[config.mk]
export PLATFORM = sky130hd
export DESIGN_NAME = halfswap_dma_bridge
export DESIGN_NICKNAME = d
export VERILOG_FILES = /design/src/rtl/dmab_pkg.sv /design/src/rtl/dmab_addr_form.sv /design/src/rtl/dmab_lane_swap.sv /design/src/rtl/dmab_seq.sv /design/src/rtl/halfswap_dma_bridge.sv
export SDC_FILE = /design/constraint.sdc
export NUM_CORES = 1
export LEC_CHECK = 0
export CAP_MARGIN = 0
export CORE_ASPECT_RATIO = 1.5
export CORE_MARGIN = 8
export CORE_UTILIZATION = 60
export DETAILED_ROUTE_END_ITERATION = 10
export DONT_BUFFER_PORTS = 1
export PLACE_DENSITY = 0.8
export SYNTH_ARGS = -nofsm -noshare
export SYNTH_HDL_FRONTEND = slang
export SYNTH_SLANG_ARGS = --single-unit
[constraint.sdc]
create_clock -name clk -period 3.97 [get_ports clk]
set_clock_uncertainty 0.2 [all_clocks]
set_input_delay 0.397 -clock clk [delete_from_list [all_inputs] [get_ports clk]]
set_output_delay 0.397 -clock clk [all_outputs]
set_load 0.05 [all_outputs]
[src/rtl/dmab_pkg.sv]
// Shared types for the halfword-swapping DMA bridge.
package dmab_pkg;
    typedef enum logic [1:0] {
        ST_IDLE = 2'd0,
        ST_CMD  = 2'd1,
        ST_DATA = 2'd2,
        ST_DONE = 2'd3
    } dmab_state_e;
endpackage

[src/rtl/dmab_addr_form.sv]
// Forms the effective address and count of a request.
// The base value is merged into the request address by bitwise OR. In swap mode,
// bit 0 of both the address and the count is cleared.
// Assumes: purely combinational; the caller latches the results on acceptance.
module dmab_addr_form #(
    parameter int AW = 32,
    parameter int LW = 16
) (
    input  logic [AW-1:0] req_addr,
    input  logic [AW-1:0] base_addr,
    input  logic [LW-1:0] req_len,
    input  logic          swap,
    output logic [AW-1:0] eff_addr,
    output logic [LW-1:0] eff_len,
    output logic          eff_zero
);
    logic [AW-1:0] merged;

    // Merge the base, then apply halfword rounding when swapping.
    always_comb begin
        merged   = req_addr | base_addr;
        eff_addr = {merged[AW-1:1], merged[0] & ~swap};
        eff_len  = {req_len[LW-1:1], req_len[0] & ~swap};
        eff_zero = (eff_len == '0);
    end
endmodule

[src/rtl/dmab_lane_swap.sv]
// Byte lane steering for one data word.
// When swap is set, the byte order of the word is reversed; for two bytes this
// exchanges the halves. Otherwise the word passes through unchanged.
// Assumes: combinational; swap is stable for the whole transfer.
module dmab_lane_swap #(
    parameter int BYTES = 2,
    localparam int W = 8 * BYTES
) (
    input  logic         swap,
    input  logic [W-1:0] din,
    output logic [W-1:0] dout
);
    // One steering mux per byte position.
    for (genvar g = 0; g < BYTES; g++) begin : g_lane
        assign dout[8*g +: 8] = swap ? din[8*(BYTES-1-g) +: 8] : din[8*g +: 8];
    end
endmodule

[src/rtl/dmab_seq.sv]
// Transfer sequencer: takes a request, issues memory commands, counts beats and
// signals completion.
// Swap-mode writes are split into chunks of CHUNK_BYTES bytes; every other
// transfer is issued as one command.
// Assumes: CHUNK_BYTES is even and fits in LW bits; the caller reports each data
// handshake on beat_fire.
module dmab_seq
    import dmab_pkg::*;
#(
    parameter int AW          = 32,
    parameter int LW          = 16,
    parameter int CHUNK_BYTES = 64
) (
    input  logic          clk,
    input  logic          rst_n,
    input  logic          req_valid,
    output logic          req_ready,
    input  logic          req_write,
    input  logic          req_swap,
    input  logic [AW-1:0] eff_addr,
    input  logic [LW-1:0] eff_len,
    input  logic          eff_zero,
    output logic          cmd_valid,
    input  logic          cmd_ready,
    output logic          cmd_write,
    output logic [AW-1:0] cmd_addr,
    output logic [LW-1:0] cmd_len,
    output logic          act_w,
    output logic          act_r,
    input  logic          beat_fire,
    output logic          swap_act,
    output logic          done
);
    localparam logic [LW-1:0] CHUNK_L = LW'(CHUNK_BYTES);

    dmab_state_e   state;
    logic [AW-1:0] addr_q;
    logic [LW-1:0] rem_q;
    logic [LW-1:0] chunk_q;
    logic [LW-1:0] beats_q;
    logic          write_q;
    logic          swap_q;
    logic [LW:0]   beats_rnd;

    // Length of the command now offered: chunked only for swap-mode writes.
    always_comb begin
        cmd_len   = (write_q && swap_q && (rem_q > CHUNK_L)) ? CHUNK_L : rem_q;
        beats_rnd = {1'b0, cmd_len} + 1'b1;
    end

    // Decode the state into handshake and status outputs.
    always_comb begin
        req_ready = (state == ST_IDLE);
        cmd_valid = (state == ST_CMD);
        cmd_write = write_q;
        cmd_addr  = addr_q;
        act_w     = (state == ST_DATA) && write_q;
        act_r     = (state == ST_DATA) && !write_q;
        swap_act  = swap_q;
        done      = (state == ST_DONE);
    end

    // State machine with its position, remainder and beat counters.
    always_ff @(posedge clk) begin
        if (!rst_n) begin
            state   <= ST_IDLE;
            addr_q  <= '0;
            rem_q   <= '0;
            chunk_q <= '0;
            beats_q <= '0;
            write_q <= 1'b0;
            swap_q  <= 1'b0;
        end else begin
            unique case (state)
                ST_IDLE: if (req_valid) begin
                    addr_q  <= eff_addr;
                    rem_q   <= eff_len;
                    write_q <= req_write;
                    swap_q  <= req_swap;
                    state   <= eff_zero ? ST_DONE : ST_CMD;
                end
                ST_CMD: if (cmd_ready) begin
                    chunk_q <= cmd_len;
                    beats_q <= beats_rnd[LW:1];
                    state   <= ST_DATA;
                end
                ST_DATA: if (beat_fire) begin
                    beats_q <= beats_q - 1'b1;
                    if (beats_q == LW'(1)) begin
                        rem_q  <= rem_q - chunk_q;
                        addr_q <= addr_q + AW'(chunk_q);
                        state  <= (rem_q == chunk_q) ? ST_DONE : ST_CMD;
                    end
                end
                ST_DONE: state <= ST_IDLE;
                default: state <= ST_IDLE;
            endcase
        end
    end
endmodule

[src/rtl/halfswap_dma_bridge.sv]
// Top level of the halfword-swapping DMA bridge.
// Wires together address formation, the transfer sequencer and two byte-lane
// steering stages, one for each data direction. The data streams pass through
// combinationally, gated by the sequencer's active-direction flags.
// Assumes: one request is in flight at a time; the memory returns read data in
// order for each command.
module halfswap_dma_bridge #(
    parameter int AW          = 32,
    parameter int LW          = 16,
    parameter int CHUNK_BYTES = 64
) (
    input  logic          clk,
    input  logic          rst_n,
    input  logic [AW-1:0] base_addr,
    input  logic          req_valid,
    output logic          req_ready,
    input  logic          req_write,
    input  logic          req_swap,
    input  logic [AW-1:0] req_addr,
    input  logic [LW-1:0] req_len,
    output logic          mem_cmd_valid,
    input  logic          mem_cmd_ready,
    output logic          mem_cmd_write,
    output logic [AW-1:0] mem_cmd_addr,
    output logic [LW-1:0] mem_cmd_len,
    input  logic          per_in_valid,
    output logic          per_in_ready,
    input  logic [15:0]   per_in_data,
    output logic          mem_wvalid,
    input  logic          mem_wready,
    output logic [15:0]   mem_wdata,
    input  logic          mem_rvalid,
    output logic          mem_rready,
    input  logic [15:0]   mem_rdata,
    output logic          per_out_valid,
    input  logic          per_out_ready,
    output logic [15:0]   per_out_data,
    output logic          done
);
    logic [AW-1:0] eff_addr;
    logic [LW-1:0] eff_len;
    logic          eff_zero;
    logic          act_w;
    logic          act_r;
    logic          swap_act;
    logic          beat_fire;

    dmab_addr_form #(.AW(AW), .LW(LW)) u_form (
        .req_addr (req_addr),
        .base_addr(base_addr),
        .req_len  (req_len),
        .swap     (req_swap),
        .eff_addr (eff_addr),
        .eff_len  (eff_len),
        .eff_zero (eff_zero)
    );

    dmab_seq #(.AW(AW), .LW(LW), .CHUNK_BYTES(CHUNK_BYTES)) u_seq (
        .clk      (clk),
        .rst_n    (rst_n),
        .req_valid(req_valid),
        .req_ready(req_ready),
        .req_write(req_write),
        .req_swap (req_swap),
        .eff_addr (eff_addr),
        .eff_len  (eff_len),
        .eff_zero (eff_zero),
        .cmd_valid(mem_cmd_valid),
        .cmd_ready(mem_cmd_ready),
        .cmd_write(mem_cmd_write),
        .cmd_addr (mem_cmd_addr),
        .cmd_len  (mem_cmd_len),
        .act_w    (act_w),
        .act_r    (act_r),
        .beat_fire(beat_fire),
        .swap_act (swap_act),
        .done     (done)
    );

    // Gate the two data streams with the active direction and report beats.
    always_comb begin
        mem_wvalid    = act_w && per_in_valid;
        per_in_ready  = act_w && mem_wready;
        per_out_valid = act_r && mem_rvalid;
        mem_rready    = act_r && per_out_ready;
        beat_fire     = (act_w && per_in_valid && mem_wready) ||
                        (act_r && mem_rvalid && per_out_ready);
    end

    dmab_lane_swap #(.BYTES(2)) u_wlane (
        .swap(swap_act),
        .din (per_in_data),
        .dout(mem_wdata)
    );

    dmab_lane_swap #(.BYTES(2)) u_rlane (
        .swap(swap_act),
        .din (mem_rdata),
        .dout(per_out_data)
    );
endmodule

==> results of run 1 <==
==> placed cells by master (no fill, tap or decap), types with 23 or more instances in the layout <==
master   count
nor3_1      27
a21oi_1     84
o21ai_0     78
inv_1       41
ha_1        34
mux2_2      33
dfxtp_1     84
xnor2_1     23
nand3_1     24
nand2_1     95
nor2_1      83
buf_4       30
==> worst paths after layout <==
| kind | startpoint | end | slack [ns] |
|---|---|---|---|
| worst max-delay path | u_seq.rem_q[0] | u_seq.beats_q[15] | 0.65 |
| worst max register to register | u_seq.rem_q[0] | u_seq.beats_q[15] | 0.65 |
| worst min-delay path | rst_n | u_seq.rem_q[15] | 0.01 |
| worst min register to register | u_seq.chunk_q[3] | u_seq.chunk_q[3] | 0.29 |
==> cells by family (layout without fill, tap and decap cells) <==
kind of cell | Yosys count | count (layout)
simple gates | 333 | 333
compound gates | 284 | 284
buf+inv | 92 | 91
flops | 84 | 84
mux | 41 | 41
fa+ha+maj | 36 | 36
xor+xnor | 33 | 33
==> per-stage QoR <==
| stage | total power, mW | cell area [µm²] |
|---|---|---|
| 2_1_floorplan | 1.817 | 6661 |
| 3_3_place_gp | 1.992 | 6892 |
| 3_5_place_dp | 2.015 | 6892 |
| 4_1_cts | 2.947 | 7248 |
| 5_1_grt | 3.065 | 7248 |
| 6_report | 2.959 | 7248 |
==> where the power goes <==
group / internal (mW) / switching, mW
logic: 0.301 / 0.635
clock network: 0.569 / 0.372
registers: 0.906 / 0.177
total: 1.78 / 1.18
==> repair_timing <==
item / 4_1_cts / 5_1_grt
hold buffers: 3 / 0
endpoints found under the hold margin: 17 / 0
buffers inserted: 0 / 0
==> synthesized netlist by cell type, types with 5 or more instances <==
master	count
a211oi_1	15
a21boi_0	5
a21o_1	7
a21oi_1	84
a221oi_1	5
a22oi_1	5
a31oi_1	13
and2_1	17
and3_1	14
buf_1	9
clkbuf_1	37
dfxtp_1	84
ha_1	34
inv_1	41
mux2_2	33
mux2i_1	8
nand2_1	95
nand2b_1	8
nand3_1	24
nand4_1	10
nor2_1	84
nor2b_1	9
nor3_1	27
nor3b_1	7
nor4_1	14
o211ai_1	5
o21a_1	6
o21ai_0	78
o221ai_1	5
o22ai_1	10
o311ai_0	9
o31a_1	5
o31ai_1	5
or3_1	5
xnor2_1	23
xor2_1	10
==> cell type report <==
| type | instances | share of cell area |
|---|---|---|
| well taps | 147 | 0.02538 |
| inverters | 42 | 0.02175 |
| clock buffers | 10 | 0.03297 |
| flip-flops and latches | 84 | 0.2320 |
| multi-input cells | 727 | 0.6406 |
| clock inverters | 6 | 0.01208 |
| repair buffers | 33 | 0.03521 |
==> registers in the layout, indices dropped and copies added (netlist names) <==
| signal | cells |
|---|---|
| u_seq.rem_q | 16 |
| u_seq.state | 2 |
| u_seq.beats_q | 16 |
| u_seq.chunk_q | 16 |
| u_seq.cmd_write | 1 |
| u_seq.swap_act | 1 |
| u_seq.cmd_addr | 32 |
==> critical path, stage by stage, from the launching register on <==
cell and delay [ns]:
dfxtp_1 0.34, or4_1 0.54, o31ai_1 0.22, a41o_1 0.26
and2_1 0.18, ha_1 0.19, nand3_1 0.13, nor2_1 0.25
and3_1 0.24, and3_1 0.20, nand4_1 0.12, a21o_1 0.21
a21oi_1 0.16
==> routing by layer <==
layer  GRT usage  part of all wire
met1      0.3372              0.37
met2      0.5243              0.49
met4      0.1476             0.039
met5           0                 0
met3     0.06801             0.099
==> reports/metrics.csv, run 1 <==
metric,value,unit
status,"complete, no violations",
antenna_cells,0,
ys_ff_latch,84,
synth_top_area_frac,0.2524,
synth_ff_type,dfxtp_1,
gp_congestion,0.9087,
overflow,0,
syn_avg_cell_area,7.377,µm²
htreeDepth,3,
end_kind,flop,
track_usage,0.3043,
reg2reg_depth,12,
setup-violations-final,0,
hold_violations,0,
synth_top_family_by_area,compound AO/OA/AOI/OAI gates,
worstMarginPinSlew,1.173,ns
crit_type,reg -> reg,
ys.warnings.count,0,
start_util,0.6090,
synth.largest_area_cell,dfxtp_1,
startpoint_type,flop,
cp.required,4.04,ns
cts.clk_slew.worst_paths,0.06,ns
antenna_found_initial,0,
ys_types,66,
drc_errors,0,
synth-simple-area-share,0.2483,
synth_compound_area_frac,0.2647,
layout.cells.non_filler,1049,
hold-worst-slack,0.01434,ns
synth_area_leaders,"dfxtp_1 (25%), ha_1 (6.4%), a21oi_1 (6.3%)",
cts_root_buf,clkbuf_16,
ir_drop,0.0002398,V
die-area,14800,µm²
firstDrtPassIters,6,
die_x,102.0,µm
synthMuxAreaShare,0.06781,
clock_latency,0.35,ns
synth-xor-area-share,0.04339,
wl_per_cell,22.67,µm
seqCellArea,1682,µm²
ant_nets,0,
min_period_over_period,0.8373,
rows,47,
min_period,3.324,ns
grt_pass1_wl,35960,µm
routed_wl,23780,µm
max_freq,0.3008,GHz
synthCells,903,
final_max_slew_viol_count,0,
tns,0,ns
setup_ws,0.6460,ns
multi_input_area,4643,µm²
layout-drive-gt1-share,0.1009,
dp_hpwl,17750,µm
maxCapViolations,0,
drtIter0Drc,644,
vias,7064,
path_max_fanout,5,
post-place-ws,0.6995,ns
rsz0062_at_grt,no,
yosys.area_share.adder,0.06987,
hold_class,in -> reg,
maxSlewHeadroom,0.2161,
dp_cells,1030,
synth-edff-count,0,
cts_tree,yes,
area_growth,8.809,%
grt_pass1_vias,6802,
hold_depth,2,
viasPerCell,6.734,
grt_max_degree,53,
postSynth.asyncResetShare,0,
die_h,145.1,µm
core-area,10940,µm²
syn_nets,1061,
seq_area_frac_synth,0.2524,
postLayoutCoreUtil,0.6627,
power.density,408.3,nW/µm²
nFillCells,994,
io_pins,210,
numPortBuffers,0,
clk_path_buf_depth,2,
nets,1055,
cts.sinks,84,
netlist_area,6661,µm²
power.leakage,2.670,nW
arrival,3.39,ns
numCtsBuffers,9,
cts.repair.resized,0,
(Power assumes the default switching activity.)
==> inputs of run 2 (changes only) <==
Settings changed: ABC_AREA set to 1, CORE_UTILIZATION 60 to 59, PLACE_DENSITY 0.8 to 0.82.
Clock period 3.97 ns to 2.7 ns, I/O delays scaled along.
==> reports/metrics.csv, run 2 <==
metric,value,unit,change
power.leakage,4.009,nW,+50%
grt_pass1_vias,8214,,+21%
layout-drive-gt1-share,0.1214,,+0.02054
final_cell_mix,"nand2_1 (235), nor2_1 (168), inv_1 (132), a21oi_1 (115), o21ai_0 (114)",,
synthMuxAreaShare,0,,-0.06781
seq_area_frac_synth,0.2403,,-0.01214
synth_top_area_frac,0.2403,,-0.01214
startpoint_type,flop,,
maxSlewHeadroom,0.4073,,+0.1912
syn_avg_cell_area,5.941,µm²,-19%
final_common_cell,nand2_1,,
power.density,1431,nW/µm²,+250%
worstMarginPinSlew,0.8809,ns,-0.2921 ns
r2r-end,u_seq.rem_q[11],,
syn_nets,1336,,+26%
ys.warnings.count,0,,unchanged
ys_types,42,,-36%
numPortBuffers,0,,unchanged
nFillCells,1000,,+0.60%
min_to,u_seq.cmd_addr[8],,
cts.clk_slew.worst_paths,0.07,ns,about the same
cts_tree,yes,,
regToRegSetupSlack,0.19,ns,-0.45 ns
arrival,2.53,ns,-0.86 ns
synth_compound_area_frac,0.2426,,-0.02203
power,12.26,mW,+310%
synth-edff-count,0,,unchanged
crit_type,reg -> reg,,
synth_area_leaders,"dfxtp_1 (24%), nand2_1 (13%), o21ai_0 (9.5%)",,
end_kind,flop,,
dp_hpwl,19590,µm,+10%
gp_congestion,0.9901,,+9.0%
r2r-start,u_seq.chunk_q[1],,
start_util,0.6069,,-0.002135
maxCapViolations,0,,unchanged
antenna_cells,0,,unchanged
netlist_area,6998,µm²,+5.1%
viasPerCell,5.888,,-13%
die_h,149.4,µm,+3.0%
die-area,15670,µm²,+5.9%
clock_latency,0.35,ns,about the same
overflow,0,,unchanged
routed_wl,26060,µm,+9.6%
synth-xor-area-share,0.02879,,-0.01460
antenna_found_initial,0,,unchanged
min_period,2.507,ns,-0.8166 ns
cts.sinks,84,,unchanged
synth_ff_type,dfxtp_1,,
io_pins,210,,unchanged
cts_root_buf,clkbuf_16,,
grt_pass1_wl,40550,µm,+13%
ant_nets,0,,unchanged
hold_class,in -> reg,,
firstDrtPassIters,6,,unchanged
numCtsBuffers,9,,unchanged
synthTopCellsByCount,"nand2_1 (235), nor2_1 (173), inv_1 (134)",,
hold_violations,1,,+1
grt_max_degree,70,,+32%
path_max_fanout,3,,-2
setup-violations-final,0,,unchanged
synth_most_common_cell,nand2_1,,
synthCells,1178,,+30%
postSynth.asyncResetShare,0,,unchanged
area_growth,22.42,%,
synth-simple-area-share,0.3209,,+0.07263
final_max_slew_viol_count,0,,unchanged
largest_reg_flops,32,,unchanged
clk_path_buf_depth,2,,unchanged
track_usage,0.3195,,+0.01525
vias,8496,,+20%
synth.largest_area_cell,dfxtp_1,,
drc_errors,0,,unchanged
hold-worst-slack,-0.009756,ns,-0.02410 ns
drtIter0Drc,531,,-18%
nets,1446,,+37%
hold_depth,2,,unchanged
min_period_over_period,0.9286,,+0.09138
violations,negative hold slack,,
status,"complete, but fails checks",,
yosys.area_share.adder,0.06651,,-0.003361
synth_top_family_by_area,simple AND/OR/NAND/NOR gates,,
min-delay-start,req_addr[8],,
max_freq,0.3988,GHz,+33%
rows,48,,+2.1%
wl_per_cell,18.06,µm,-20%
ys_ff_latch,84,,unchanged
core-area,11530,µm²,+5.4%
die_x,104.9,µm,+2.8%
htreeDepth,3,,unchanged
rsz0062_at_grt,no,,
ir_drop,0.0007152,V,+200%
cp.required,2.72,ns,-1.32 ns
reg2reg_depth,11,,-1
==> run 2: cell count changes after synthesis, sizes merged, moves of 16 or more <==
cell	previous run	this run
nand2	96	236
inv	42	136
nor2	85	176
o21ai	79	149
nand3	24	66
mux2	33	0
a21oi	84	115
and2	17	1
xnor2	23	7
==> run 2: through the flow <==
| stage | TNS [ns] | cell area (µm²) | cells | util | setup slack, ns |
|---|---|---|---|---|---|
| finish | 0 | 8567 | 1443 | 0.7429 | 0.1927 |
| global placement | 0 | 7925 | 1394 | 0.6873 | 0.1996 |
| CTS | 0 | 8552 | 1443 | 0.7416 | 0.08813 |
| floorplan | -0.02705 | 7038 | 1178 | - | -0.02705 |
| global route | 0 | 8567 | 1443 | 0.7429 | 0.01287 |
| detailed placement | 0 | 7925 | 1394 | 0.6873 | 0.09388 |
==> run 2: worst max-delay path by stage <==
stage	cells after the start	slack, ns	from	endpoint
2_1_floorplan	18	-0.03	u_seq.rem_q[9]	u_seq.beats_q[13]
3_5_place_dp	13	0.09	u_seq.chunk_q[0]	u_seq.cmd_addr[24]
5_1_grt	17	0.01	u_seq.rem_q[8]	u_seq.beats_q[13]
3_3_place_gp	17	0.20	u_seq.rem_q[9]	u_seq.beats_q[13]
6_report	11	0.19	u_seq.chunk_q[1]	u_seq.rem_q[11]
4_1_cts	13	0.09	u_seq.chunk_q[0]	u_seq.cmd_addr[24]
==> run 2: final cells by class <==
class	instances	area (µm²)	area share
Multi-Input combinational cell	912	4654	0.5433
Sequential cell	84	1687	0.1969
Timing Repair Buffer	143	1236	0.1443
Inverter	138	523.0	0.06105
Clock buffer	10	239.0	0.02790
Tap cell	150	187.7	0.02191
Clock inverter	6	40.04	0.004674
==> run 2: cell families (layout without fill, tap and decap cells) <==
group	after synthesis	count (layout)
XOR/XNOR	23	23
buffers and inverters	182	297
AO/OA/AOI/OAI	318	318
AND/OR/NAND/NOR	535	535
flip-flops	84	84
adder cells (fa/ha/maj)	36	36
==> run 2: power by group <==
| part | internal, mW | total (mW) | leakage, nW | switching (mW) |
|---|---|---|---|---|
| Combinational | 2.81 | 8.88 | 3.18 | 6.07 |
| Sequential | 1.74 | 2.19 | 0.694 | 0.445 |
| Clock | 0.647 | 1.19 | 0.138 | 0.542 |
==> run 2: critical path, cell delays in order (launching register included) <==
cell and delay, ns:
dfxtp_1 0.40, inv_1 0.12, ha_1 0.33, nand3_1 0.08
nand2_1 0.10, a21oi_1 0.10, o21ai_0 0.49, nand2_1 0.10
nand2_1 0.11, nor2_1 0.04, o22ai_1 0.18, a21oi_1 0.11
==> run 2: per-layer routing <==
layer	up-vias	track usage	share of wire
li1	4135	-	-
met3	95	0.07353	0.081
met1	3863	0.3235	0.36
met4	0	0.2208	0.058
met2	403	0.5706	0.51
met5	-	0	0
==> run 2: timing repair <==
item	in CTS	in global routing
hold endpoints to repair	72	0
setup endpoints to repair	0	13
gates resized for setup	0	9
hold buffers	33	0
setup buffers	0	0
==> inputs of run 3 (changes only) <==
Settings changed: PLACE_DENSITY 0.82 to 0.78, SETUP_SLACK_MARGIN set to 0.4, SYNTH_HIERARCHICAL set to 1.
==> reports/metrics.csv, run 3 <==
metric,value,unit,change
clock_latency,0.35,ns,about the same
ir_drop,0.0006897,V,-3.6%
power,13.24,mW,+8.0%
synth_top_family_by_area,simple AND/OR/NAND/NOR gates,,
wl_per_cell,21.65,µm,+20%
power.leakage,4.500,nW,+12%
vias,9714,,+14%
crit_type,reg -> reg,,
cts.clk_slew.worst_paths,0.07,ns,about the same
dp_hpwl,20530,µm,+4.8%
clk_path_buf_depth,2,,unchanged
cp.required,2.79,ns,+0.07 ns
start_util,0.6052,,-0.001679
cp_slowest_cell,dfxtp_2,,
power.density,1337,nW/µm²,-6.6%
die_x,108.5,µm,+3.4%
max_freq,0.3647,GHz,-8.6%
worstMarginPinSlew,0.6292,ns,-0.2517 ns
track_usage,0.3152,,-0.004338
grt_max_degree,56,,-20%
synth-simple-area-share,0.3731,,+0.05216
numCtsBuffers,9,,unchanged
htreeDepth,3,,unchanged
gp_congestion,1.008,,+1.8%
final_max_slew_viol_count,0,,unchanged
synth.largest_area_cell,dfxtp_1,,
critical_path_cell_count,17,,+6
hold_violations,0,,-1
ys.warnings.count,6,,+6
postSynth.asyncResetShare,0,,unchanged
netlist_area,7572,µm²,+8.2%
startpoint_type,flop,,
cts_tree,yes,,
path_max_fanout,6,,+3
die_h,154.8,µm,+3.6%
yosys.area_share.adder,0.06147,,-0.005044
grt_pass1_vias,8611,,+4.8%
min-delay-start,req_len[11],,
min_period_over_period,1.016,,+0.08699
synthCells,1269,,+7.7%
min_period,2.742,ns,+0.2349 ns
largest_reg_flops,32,,unchanged
synth_ff_type,dfxtp_1,,
violations,negative setup slack,,
final_cell_mix,"nand2_1 (269), nor2_1 (123), inv_1 (116), a21oi_1 (107), buf_4 (87)",,
fin_area,9903,µm²,+16%
synthMuxAreaShare,0,,unchanged
synth_compound_area_frac,0.1963,,-0.04633
drc_errors,0,,unchanged
setup_ws,-0.04222,ns,-0.2349 ns
drtIter0Drc,1141,,+110%
syn_nets,1427,,+6.8%
area_growth,30.78,%,
layout-drive-gt1-share,0.2829,,+0.1615
status,"complete, but fails checks",,
synth-xor-area-share,0.02660,,-0.002183
antenna_found_initial,0,,unchanged
reg2reg_depth,17,,+6
synth_most_common_cell,nand2_1,,
routed_wl,33000,µm,+27%
nets,1521,,+5.2%
max_stage_delay,0.33,ns,-0.16 ns
maxCapViolations,0,,unchanged
seq_area_frac_synth,0.2221,,-0.01823
die-area,16790,µm²,+7.1%
grt_pass1_wl,42120,µm,+3.9%
worstPathCellList,nor2_1 > nand3_1 > nor2_2 > nand2_1 > nand2_2 > buf_4 > buf_6 > buf_12 > clkbuf_16 > nand3_1 > nor2_4 > nand2_1 > nor2_1 > nand3_1 > nand3_1 > nand2_1 > inv_1,,
end_kind,flop,,
ant_nets,0,,unchanged
antenna_cells,0,,unchanged
ys_ff_latch,84,,unchanged
setup-violations-final,5,,+5
maxSlewHeadroom,0.5799,,+0.1726
synth_top_area_frac,0.2221,,-0.01823
cts.sinks,84,,unchanged
synthTopCellsByCount,"nand2_1 (298), nor2_1 (151), inv_1 (133)",,
final_common_cell,nand2_1,,
viasPerCell,6.374,,+8.3%
worst-path-buf-inv,5,,+4
nFillCells,864,,-14%
rsz0062_at_grt,yes,,
synth_area_leaders,"dfxtp_1 (22%), nand2_1 (15%), a21oi_1 (8.1%)",,
cpMostUsedCell,nand3_1,,
r2r-start,u_seq/rem_q[9],,
numPortBuffers,0,,unchanged
syn_avg_cell_area,5.967,µm²,+0.45%
hold_depth,3,,+1
ys_types,45,,+7.1%
arrival,2.84,ns,+0.31 ns
tns,-0.09399,ns,-0.09399 ns
io_pins,210,,unchanged
core-area,12510,µm²,+8.5%
hold_class,in -> reg,,
synth-edff-count,0,,unchanged
firstDrtPassIters,6,,unchanged
overflow,0,,unchanged
cts_root_buf,clkbuf_16,,
placed_area,8139,µm²,+2.7%
rows,50,,+4.2%
cp-startpoint,u_seq/rem_q[9],,
cp_top_family,simple AND/OR/NAND/NOR gates,,
-- run 3: changes by cell type in the layout (fill, tap and decap cells not counted), moves of 14 or more --
cell           delta
dlygate4sd3_1    -18
nand2_1          +34
nor2_1           -45
dfxtp_2          +15
inv_1            -16
o21ai_0          -30
a21oi_2          +14
buf_4            -18
nand2_2          +61
or2_2            +26
dfxtp_1          -19
-- run 3: cells by family (layout without fill, tap and decap cells) --
logic type	count (synthesis)	count (layout)
xor gates and xnor gates	23	23
AOI/OAI and AO/OA	280	280
adders and majority gates	36	36
buffers and inverters	199	298
DFF	84	84
and+or+nand+nor	647	647
-- run 3: per-stage QoR --
stage | utilization | setup slack (ns) | hold WS (ns) | cells
after floorplan | - | 0.1028 | 0.2375 | 1269
after global placement | 0.6505 | 0.2331 | 0.2083 | 1445
after detailed placement | 0.6505 | 0.1955 | 0.2180 | 1445
after CTS | 0.7012 | 0.2836 | 0.003890 | 1478
after global routing | 0.7915 | -0.1649 | 0.02092 | 1524
final | 0.7915 | -0.04222 | 0.009551 | 1524
-- run 3: worst paths after layout --
check,endpoint,slack [ns]
max,u_seq/beats_q[14],-0.04
min,u_seq/rem_q[11],0.01
max reg2reg,u_seq/beats_q[14],-0.04
min reg2reg,u_seq/cmd_addr[21],0.31
-- run 3: where the power goes --
part / leakage (nW) / internal [mW] / switching (mW)
Sequential: 0.702 / 1.70 / 0.478
Clock: 0.145 / 0.676 / 0.551
Combinational: 3.65 / 3.48 / 6.36
-- run 3: layout make-up --
type                       instances  area (µm²)  area share
multi-input combinational        986        5598      0.5653
inverter                         139       596.8     0.06027
sequential                        84        1720      0.1737
clock inverter                     5       36.28    0.003664
tap                              156       195.2     0.01971
timing repair inverter             1       8.758   0.0008844
timing repair buffer             142        1495      0.1510
clock buffer                      11       252.7     0.02552
-- run 3: worst min-delay path, stage by stage --
cell	delay (ns)
or2_2	0.08
nand2_1	0.06
a21oi_1	0.11
-- run 3: repair_timing --
item / 4_1_cts / 5_1_grt
gates cloned: 0 / 7
resized for setup: 58 / 198
hold endpoints to repair: 60 / 0
hold buffers: 15 / 0
pin swaps: 17 / 49
setup endpoints to repair: 49 / 81
buffers inserted: 2 / 39
-- run 3: layer usage --
metal | vias up | wire (µm) | track usage | part of all wire
li1 | 4337 | - | - | -
met1 | 4351 | 10420 | 0.3007 | 0.32
met2 | 778 | 16310 | 0.5651 | 0.49
met3 | 248 | 3374 | 0.06864 | 0.10
met4 | 0 | 2897 | 0.2443 | 0.088
met5 | - | 0 | 0 | 0
